### src/rtl/gpio_port_pkg.sv
// Package: shared address constants for the I/O port register bus.
// Assumes a two-bit address space with four slots.
package gpio_port_pkg;
    localparam int ADDR_W = 2;
    localparam logic [ADDR_W-1:0] A_DIR  = 2'd0;
    localparam logic [ADDR_W-1:0] A_LAT  = 2'd1;
    localparam logic [ADDR_W-1:0] A_PIN  = 2'd2;
    localparam logic [ADDR_W-1:0] A_NONE = 2'd3;
endpackage

### src/rtl/gpio_port_regs.sv
// Module: direction and output-latch registers with the read-data mux.
// Assumes single-cycle writes with a combinational read path. Both the
// latch slot and the pin slot load the latch on a write.
module gpio_port_regs
    import gpio_port_pkg::*;
#(
    parameter int W = 8
) (
    input  logic              clk,
    input  logic              rst_n,
    input  logic [ADDR_W-1:0] addr,
    input  logic              we,
    input  logic [W-1:0]      wdata,
    input  logic [W-1:0]      pin_sync,
    output logic [W-1:0]      dir_q,
    output logic [W-1:0]      lat_q,
    output logic [W-1:0]      rdata
);

    // Register update: all pins become inputs at reset, latch clears
    always_ff @(posedge clk) begin
        if (!rst_n) begin
            dir_q <= '1;
            lat_q <= '0;
        end else if (we) begin
            case (addr)
                A_DIR:   dir_q <= wdata;
                A_LAT:   lat_q <= wdata;
                A_PIN:   lat_q <= wdata;
                default: ;
            endcase
        end
    end

    // Read mux: latch reads and pin reads stay on separate slots
    always_comb begin
        case (addr)
            A_DIR:   rdata = dir_q;
            A_LAT:   rdata = lat_q;
            A_PIN:   rdata = pin_sync;
            default: rdata = '0;
        endcase
    end

endmodule

### src/rtl/gpio_port_sync.sv
// Module: multi-stage synchronizer for asynchronous pin levels.
// Assumes STAGES >= 1. Every stage clears to zero at reset.
module gpio_port_sync #(
    parameter int W      = 8,
    parameter int STAGES = 2
) (
    input  logic         clk,
    input  logic         rst_n,
    input  logic [W-1:0] d,
    output logic [W-1:0] q
);

    logic [STAGES-1:0][W-1:0] chain;

    // Stage chain: each flop takes the previous stage's value
    always_ff @(posedge clk) begin
        if (!rst_n) begin
            chain <= '0;
        end else begin
            chain[0] <= d;
            for (int s = 1; s < STAGES; s++) begin
                chain[s] <= chain[s-1];
            end
        end
    end

    assign q = chain[STAGES-1];

endmodule

### src/rtl/gpio_port_padmux.sv
// Module: per-pin priority mux that builds the pad controls.
// Priority, highest first: serial claim, parallel claim (low PAR_W pins
// only), then direction and latch. A pull-up is masked on any driven pin.
module gpio_port_padmux #(
    parameter int W     = 8,
    parameter int PAR_W = 3
) (
    input  logic [W-1:0]     dir_q,
    input  logic [W-1:0]     lat_q,
    input  logic             pu_global,
    input  logic [W-1:0]     ser_sel,
    input  logic [W-1:0]     ser_oe,
    input  logic [W-1:0]     ser_o,
    input  logic [PAR_W-1:0] par_sel,
    input  logic             par_oe,
    input  logic [PAR_W-1:0] par_o,
    output logic [W-1:0]     pad_out,
    output logic [W-1:0]     pad_oe,
    output logic [W-1:0]     pad_pu
);

    for (genvar i = 0; i < W; i++) begin : g_pin
        if (i < PAR_W) begin : g_par
            // Pin with a parallel path: three-way priority
            always_comb begin
                if (ser_sel[i]) begin
                    pad_oe[i]  = ser_oe[i];
                    pad_out[i] = ser_o[i];
                end else if (par_sel[i]) begin
                    pad_oe[i]  = par_oe;
                    pad_out[i] = par_o[i];
                end else begin
                    pad_oe[i]  = ~dir_q[i];
                    pad_out[i] = lat_q[i];
                end
            end
        end else begin : g_std
            // Pin without a parallel path: two-way priority
            always_comb begin
                if (ser_sel[i]) begin
                    pad_oe[i]  = ser_oe[i];
                    pad_out[i] = ser_o[i];
                end else begin
                    pad_oe[i]  = ~dir_q[i];
                    pad_out[i] = lat_q[i];
                end
            end
        end
        // Pull-up follows the shared bit, off while the pin is driven
        assign pad_pu[i] = pu_global & ~pad_oe[i];
    end

endmodule

### src/rtl/gpio_port_ovr.sv
// Module: top of the I/O port. Joins the registers, the input
// synchronizer and the pad mux. Assumes pad_in is asynchronous and that
// the peripheral select inputs are synchronous to clk.
module gpio_port_ovr
    import gpio_port_pkg::*;
#(
    parameter int W           = 8,
    parameter int PAR_W       = 3,
    parameter int SYNC_STAGES = 2
) (
    input  logic              clk,
    input  logic              rst_n,
    input  logic [ADDR_W-1:0] bus_addr,
    input  logic              bus_we,
    input  logic [W-1:0]      bus_wdata,
    output logic [W-1:0]      bus_rdata,
    input  logic              pu_global,
    input  logic [W-1:0]      ser_sel,
    input  logic [W-1:0]      ser_oe,
    input  logic [W-1:0]      ser_o,
    input  logic [PAR_W-1:0]  par_sel,
    input  logic              par_oe,
    input  logic [PAR_W-1:0]  par_o,
    output logic [PAR_W-1:0]  par_in,
    input  logic [W-1:0]      pad_in,
    output logic [W-1:0]      pad_out,
    output logic [W-1:0]      pad_oe,
    output logic [W-1:0]      pad_pu
);

    logic [W-1:0] dir_q;
    logic [W-1:0] lat_q;
    logic [W-1:0] pin_sync;

    gpio_port_sync #(.W(W), .STAGES(SYNC_STAGES)) u_sync (
        .clk   (clk),
        .rst_n (rst_n),
        .d     (pad_in),
        .q     (pin_sync)
    );

    gpio_port_regs #(.W(W)) u_regs (
        .clk      (clk),
        .rst_n    (rst_n),
        .addr     (bus_addr),
        .we       (bus_we),
        .wdata    (bus_wdata),
        .pin_sync (pin_sync),
        .dir_q    (dir_q),
        .lat_q    (lat_q),
        .rdata    (bus_rdata)
    );

    gpio_port_padmux #(.W(W), .PAR_W(PAR_W)) u_mux (
        .dir_q     (dir_q),
        .lat_q     (lat_q),
        .pu_global (pu_global),
        .ser_sel   (ser_sel),
        .ser_oe    (ser_oe),
        .ser_o     (ser_o),
        .par_sel   (par_sel),
        .par_oe    (par_oe),
        .par_o     (par_o),
        .pad_out   (pad_out),
        .pad_oe    (pad_oe),
        .pad_pu    (pad_pu)
    );

    // Parallel path samples the synchronized low pins
    assign par_in = pin_sync[PAR_W-1:0];

endmodule

### config.mk
export PLATFORM = sky130hd
export DESIGN_NAME = gpio_port_ovr
export DESIGN_NICKNAME = d
export VERILOG_FILES = /design/src/rtl/gpio_port_pkg.sv /design/src/rtl/gpio_port_regs.sv /design/src/rtl/gpio_port_sync.sv /design/src/rtl/gpio_port_padmux.sv /design/src/rtl/gpio_port_ovr.sv
export SDC_FILE = /design/constraint.sdc
export NUM_CORES = 1
export LEC_CHECK = 0
export BUFFER_PORTS_ARGS = -buffer_cell sky130_fd_sc_hd__clkbuf_2
export CORE_ASPECT_RATIO = 0.5
export CORE_MARGIN = 1
export CORE_UTILIZATION = 41
export DETAILED_ROUTE_END_ITERATION = 16
export PLACE_DENSITY = 0.75
export SLEW_MARGIN = 25
export SYNTH_ARGS = -nofsm -noshare
export SYNTH_HDL_FRONTEND = slang
export SYNTH_HIERARCHICAL = 1
export SYNTH_SLANG_ARGS = --single-unit
### constraint.sdc
create_clock -name clk -period 1.15 [get_ports clk]
set_clock_uncertainty 0.05 [all_clocks]
set_input_delay 0.1725 -clock clk [delete_from_list [all_inputs] [get_ports clk]]
set_output_delay 0.1725 -clock clk [all_outputs]
set_load 0.01 [all_outputs]
**Word level (Yosys, flattened, before mapping)**

Cells that the tools add are included.

- Output and inout bits: 35
- Register bits after elaboration: 32
- Logic and storage cells: 57

- Bitwise gates (word level): 24
- Equality and inequality tests: 2
- Reduce and logical (&&, ||, !) cells: 4
- Mux-type cells: 23

Operators by type and width:

| operator | count |
|---|---|
| $pmux W8 S3 | 1 |
| $mux W1 | 22 |
| $not A1 Y1 | 16 |
| $and A1 B1 Y1 | 8 |
| $reduce_and A2 Y1 | 2 |
| $eq A2 B1 Y1 const B | 1 |
| $eq A2 B2 Y1 const B | 1 |
| $logic_not A2 Y1 | 1 |
| $reduce_or A2 Y1 | 1 |

**Logic depth before layout (Yosys ltp)**

- Word-level depth: 5
- Gate-level depth with buffers: 6

**By module**

The synthesis kept the hierarchy.

By module, submodules not included:

| module | times used | cells an instance | sequential area each (µm²) | area each (µm²) |
|---|---|---|---|---|
| gpio_port_regs | 1 | 90 | 320.3 | 864.6 |
| gpio_port_sync | 1 | 41 | 320.3 | 506.7 |
| gpio_port_padmux | 1 | 48 | 0.0 | 346.6 |

**Least setup slack after synthesis**

OpenSTA, ideal clock, no wires.

- Path kind: input to output
- From: input bus_addr[0]
- To: output bus_rdata[3]
- Path slack: -0.104 ns
- Data required time: 0.928 ns
- Arrival: 1.031 ns
- Stages on the path: 5
- Cells stage by stage: inv_1 -> ha_1 -> buf_6 -> a222oi_1 -> nor2_1

- Longest elaborated chain between the ends: 2
- Elaborated cells between the ends (all ways): 4
- Those cells by class: eq/ne: 2; mux: 1; reduce/logical: 1

RTL lines:

| item | line | source |
|---|---|---|
| from (decl) | gpio_port_ovr.sv:13 | `input logic [ADDR_W-1:0] bus_addr,` |
| $eq A2 B2 Y1 (tied with other cells) | gpio_port_regs.sv:37 | `case (addr)` |
| $pmux W8 S3 * | gpio_port_regs.sv:37 |  |
| to (decl) | gpio_port_ovr.sv:16 | `output logic [W-1:0] bus_rdata,` |

Every way passes the cells marked *; elsewhere a longest branch is shown, timed or not.

**Worst setup path after layout**

- From: register u_regs.dir_q[2]
- To: output bus_rdata[2]

- Longest elaborated chain between the ends: 1

RTL lines:

| item | line | source |
|---|---|---|
| from (decl) | gpio_port_regs.sv:15 | `output logic [W-1:0] dir_q,` |
| from (signal assigned) | gpio_port_regs.sv:27 | `A_DIR: dir_q <= wdata;` |
| $pmux W8 S3 | gpio_port_regs.sv:37 |  |

Every way passes these cells.

==> results.py <==
metrics = {
    "logic_synthesis": {
        "yosys-top-cells-area": "dfxtp_1 37%, and2_2 5.2%, a222oi_1 4.7%, a311o_1 4.7%, buf_4 3.9%",
        "syn_nets": 236,
        "yosysSeqAreaShare_pct": 37.3,
        "synth_edf_count": 0,
        "async_reset_ff_share_pct": 0,
        "ys.flop_type": "dfxtp_1",
        "synth_cell_types": 33,
        "syn_avg_cell_area_um2": 9.60,
        "ys_seq_elements": 32,
        "syn-instance-count": 179,
        "yosys_warnings": 6,
        "netlist.area_leader.share_pct": 37.3,
        "yosysTopAreaCell": "dfxtp_1",
        "syn_area_um2": 1720,
    },
    "final_layout": {
        "drive_gt1_share_pct": 59.8,
        "utilization_pct": 60.1,
        "final_area_um2": 2380,
        "n_antenna_cell": 0,
        "layout.nets": 322,
        "areaGrowthSynthToFinish_pct": 38.7,
    },
    "place": {
        "place_area_um2": 2160,
        "place_ws_ps": -310,
        "globalplace.congestion": 0.754,
        "place_hpwl_um": 3130,
        "io_buffers": 87,
    },
    "clock_network": {
        "cts_tree": "yes",
        "clockRootBuffer": "clkbuf_8",
        "path_clk_slew_ps": 60,
        "clk_latency_ps": 270,
        "numCtsBuffers": 5,
        "clock_path_buffers": 2,
        "cts.sinks": 32,
        "htree_levels": 2,
        "cts_hold_buf": 0,
    },
    "timing": {
        "layout_setup_ws_ps": -279,
        "period_share_pct": 124,
        "drv_slew": 0,
        "setup_viol": 30,
        "period_needed_ps": 1430,
        "hold-worst-slack_ps": 49.2,
        "relSlewSlack_pct": 65.5,
        "rsz0062_at_grt": "yes",
        "finalHoldViolations": 0,
        "fmax_ghz": 0.700,
        "tightest_slew_ps": 516,
    },
    "outcome": {
        "outcome": "complete, but fails checks",
        "violations": "setup timing",
    },
    "pwr": {
        "power_mw": 2.85,
        "p_clk_share_pct": 35.9,
        "max-vdd-ir-drop_mv": 0.833,
        "p_per_area_nw_per_um2": 1200,
        "p_sw_mw": 0.716,
        "pwr-share-seq_pct": 42.3,
        "internal_power_mw": 2.14,
        "leakage_nw": 1.15,
        "swShare_pct": 25.1,
        "p_comb_share_pct": 21.8,
    },
    "worst_setup_path": {
        "r2r_end": "u_regs/dir_q[5]",
        "r2r_setup_slack_ps": 160,
        "reg2regPathDepth": 3,
        "cp_max_fo": 3,
        "cp-start-kind": "register",
        "reg2reg_from": "u_regs/dir_q[5]",
        "end_kind": "primary output",
        "crit_type": "register to primary output",
        "arrival_ps": 1210,
        "crit_path_start": "u_regs/dir_q[2]",
        "required_ps": 930,
    },
    "floorplanning": {
        "initial_core_util_pct": 43.3,
        "die-area_um2": 4470,
        "io-pin-count": 88,
        "die_w_um": 93.5,
        "rows": 16,
        "die_h_um": 47.8,
        "core_um2": 3960,
    },
    "hold_path": {
        "min_path_type": "primary input to register",
        "holdPathEnd": "u_sync/chain[4]",
        "hp-start": "pad_in[4]",
        "holdPathStages": 2,
    },
    "route": {
        "wire_per_inst_um": 13.4,
        "wl_um": 4300,
        "viasPerCell": 5.20,
        "ant_nets": 0,
        "firstDrtPassIters": 5,
        "drt_iter0_drc": 83,
        "vias": 1663,
        "drc": 0,
    },
    "global_routing": {
        "grt_pass1_wl_um": 5770,
        "grt_max_degree": 33,
        "grt_pass1_vias": 1280,
        "antenna_found_initial": 0,
        "grt.total_usage_pct": 17.6,
        "grt-ovfl-total": 0,
    },
    "job": {
        "max_cap_violations": 0,
    },
}
==> worst max path at each step <==
stage / endpoint / slack (ps)
2_1_floorplan: bus_rdata[3] / 20
3_3_place_gp: bus_rdata[0] / -220
3_5_place_dp: bus_rdata[0] / -310
4_1_cts: pad_pu[0] / -250
5_1_grt: bus_rdata[2] / -340
6_report: bus_rdata[2] / -280
==> logic make-up (layout without fill, tap and decap cells) <==
kind of cell / count (synthesis) / count (layout) / synth area share, %
adders and majority gates: 4 / 4 / 2.91
muxes: 8 / 8 / 5.03
AOI/OAI and AO/OA: 59 / 59 / 28.6
DFF: 32 / 32 / 37.3
buffers and inverters: 25 / 112 / 10.1
and+or+nand+nor: 51 / 51 / 16.2
==> metrics by stage <==
stage | setup TNS, ps | cells
2_1_floorplan | 0 | 179
3_3_place_gp | -2110 | 308
3_5_place_dp | -2870 | 308
4_1_cts | -3580 | 319
5_1_grt | -5030 | 320
6_report | -3600 | 320
==> routing by layer <==
layer	up-vias	routed length [µm]	GRT usage, %
met4	0	31	8.00
li1	824	-	-
met3	5	312	4.44
met2	73	2260	31.5
met1	761	1700	21.0
met5	-	0	0
==> placed cells by master (no fill, tap or decap), types with 5 or more instances in the layout <==
| cell type | Yosys | routed |
|---|---|---|
| and2_1 | 6 | 6 |
| and2_2 | 12 | 12 |
| a21bo_2 | 6 | 6 |
| a222oi_1 | 8 | 8 |
| a311o_1 | 8 | 8 |
| buf_4 | 9 | 8 |
| clkbuf_2 | 0 | 74 |
| a21oi_1 | 8 | 8 |
| nor2_1 | 10 | 8 |
| nand2_1 | 9 | 9 |
| dfxtp_2 | 0 | 14 |
| clkbuf_8 | 0 | 5 |
| buf_2 | 4 | 11 |
| buf_6 | 5 | 6 |
| dfxtp_1 | 32 | 16 |
| mux2_2 | 5 | 5 |
| o21ai_1 | 0 | 5 |
| a21boi_1 | 6 | 6 |
| o211a_1 | 5 | 5 |
| nand3_1 | 8 | 8 |
==> final cells by class <==
type	count	area [µm²]
Inverter	4	17.5
Sequential cell	32	666
Clock inverter	2	35.0
Fill cell	336	1580
Clock buffer	6	72.6
Tap cell	54	67.6
Timing Repair Buffer	100	573
Multi-Input combinational cell	122	951
==> worst max-delay path, cell delays in order, from the launching register on <==
cell	delay (ps)
dfxtp_4	360
a222oi_1	320
nor2_1	90
clkbuf_2	150
==> synth_stat cells, types with 2 or more instances <==
library cell and number:
ha_1 4, a222oi_1 8, o211a_1 5, o31a_1 2, a21bo_2 6, inv_1 3
mux2_2 5, and2_1 6, nor2b_1 2, buf_1 2, a21oi_1 8, nor2_1 10
a21boi_0 2, a21boi_1 6, buf_2 4, and2_2 12, buf_4 9, mux2i_1 3
buf_6 5, a311o_1 8, nand3_1 8, dfxtp_1 32, nand2_1 9, nand2b_1 3
o21ai_0 8, a21bo_1 2
==> power by group through the flow <==
stage | clock (mW) | sequential (mW) | combinational, mW
4_1_cts | 1.04 | 1.21 | 0.601
3_5_place_dp | 0 | 1.23 | 0.576
6_report | 1.02 | 1.21 | 0.621
5_1_grt | 1.10 | 1.21 | 0.678
2_1_floorplan | 0 | 1.21 | 0.351
3_3_place_gp | 0 | 1.23 | 0.558
==> timing repair <==
action	CTS	global route
pin swaps	28	7
resized for setup	33	21
endpoints found under the setup margin	32	30
gates cloned	0	0
buffers inserted	3	1
==> registers in the layout (all words and copies together) (netlist names) <==
signal / cells
u_sync/chain: 8
u_sync/q: 8
u_regs/lat_q: 8
u_regs/dir_q: 8
Power figures use the tool's default switching activity.
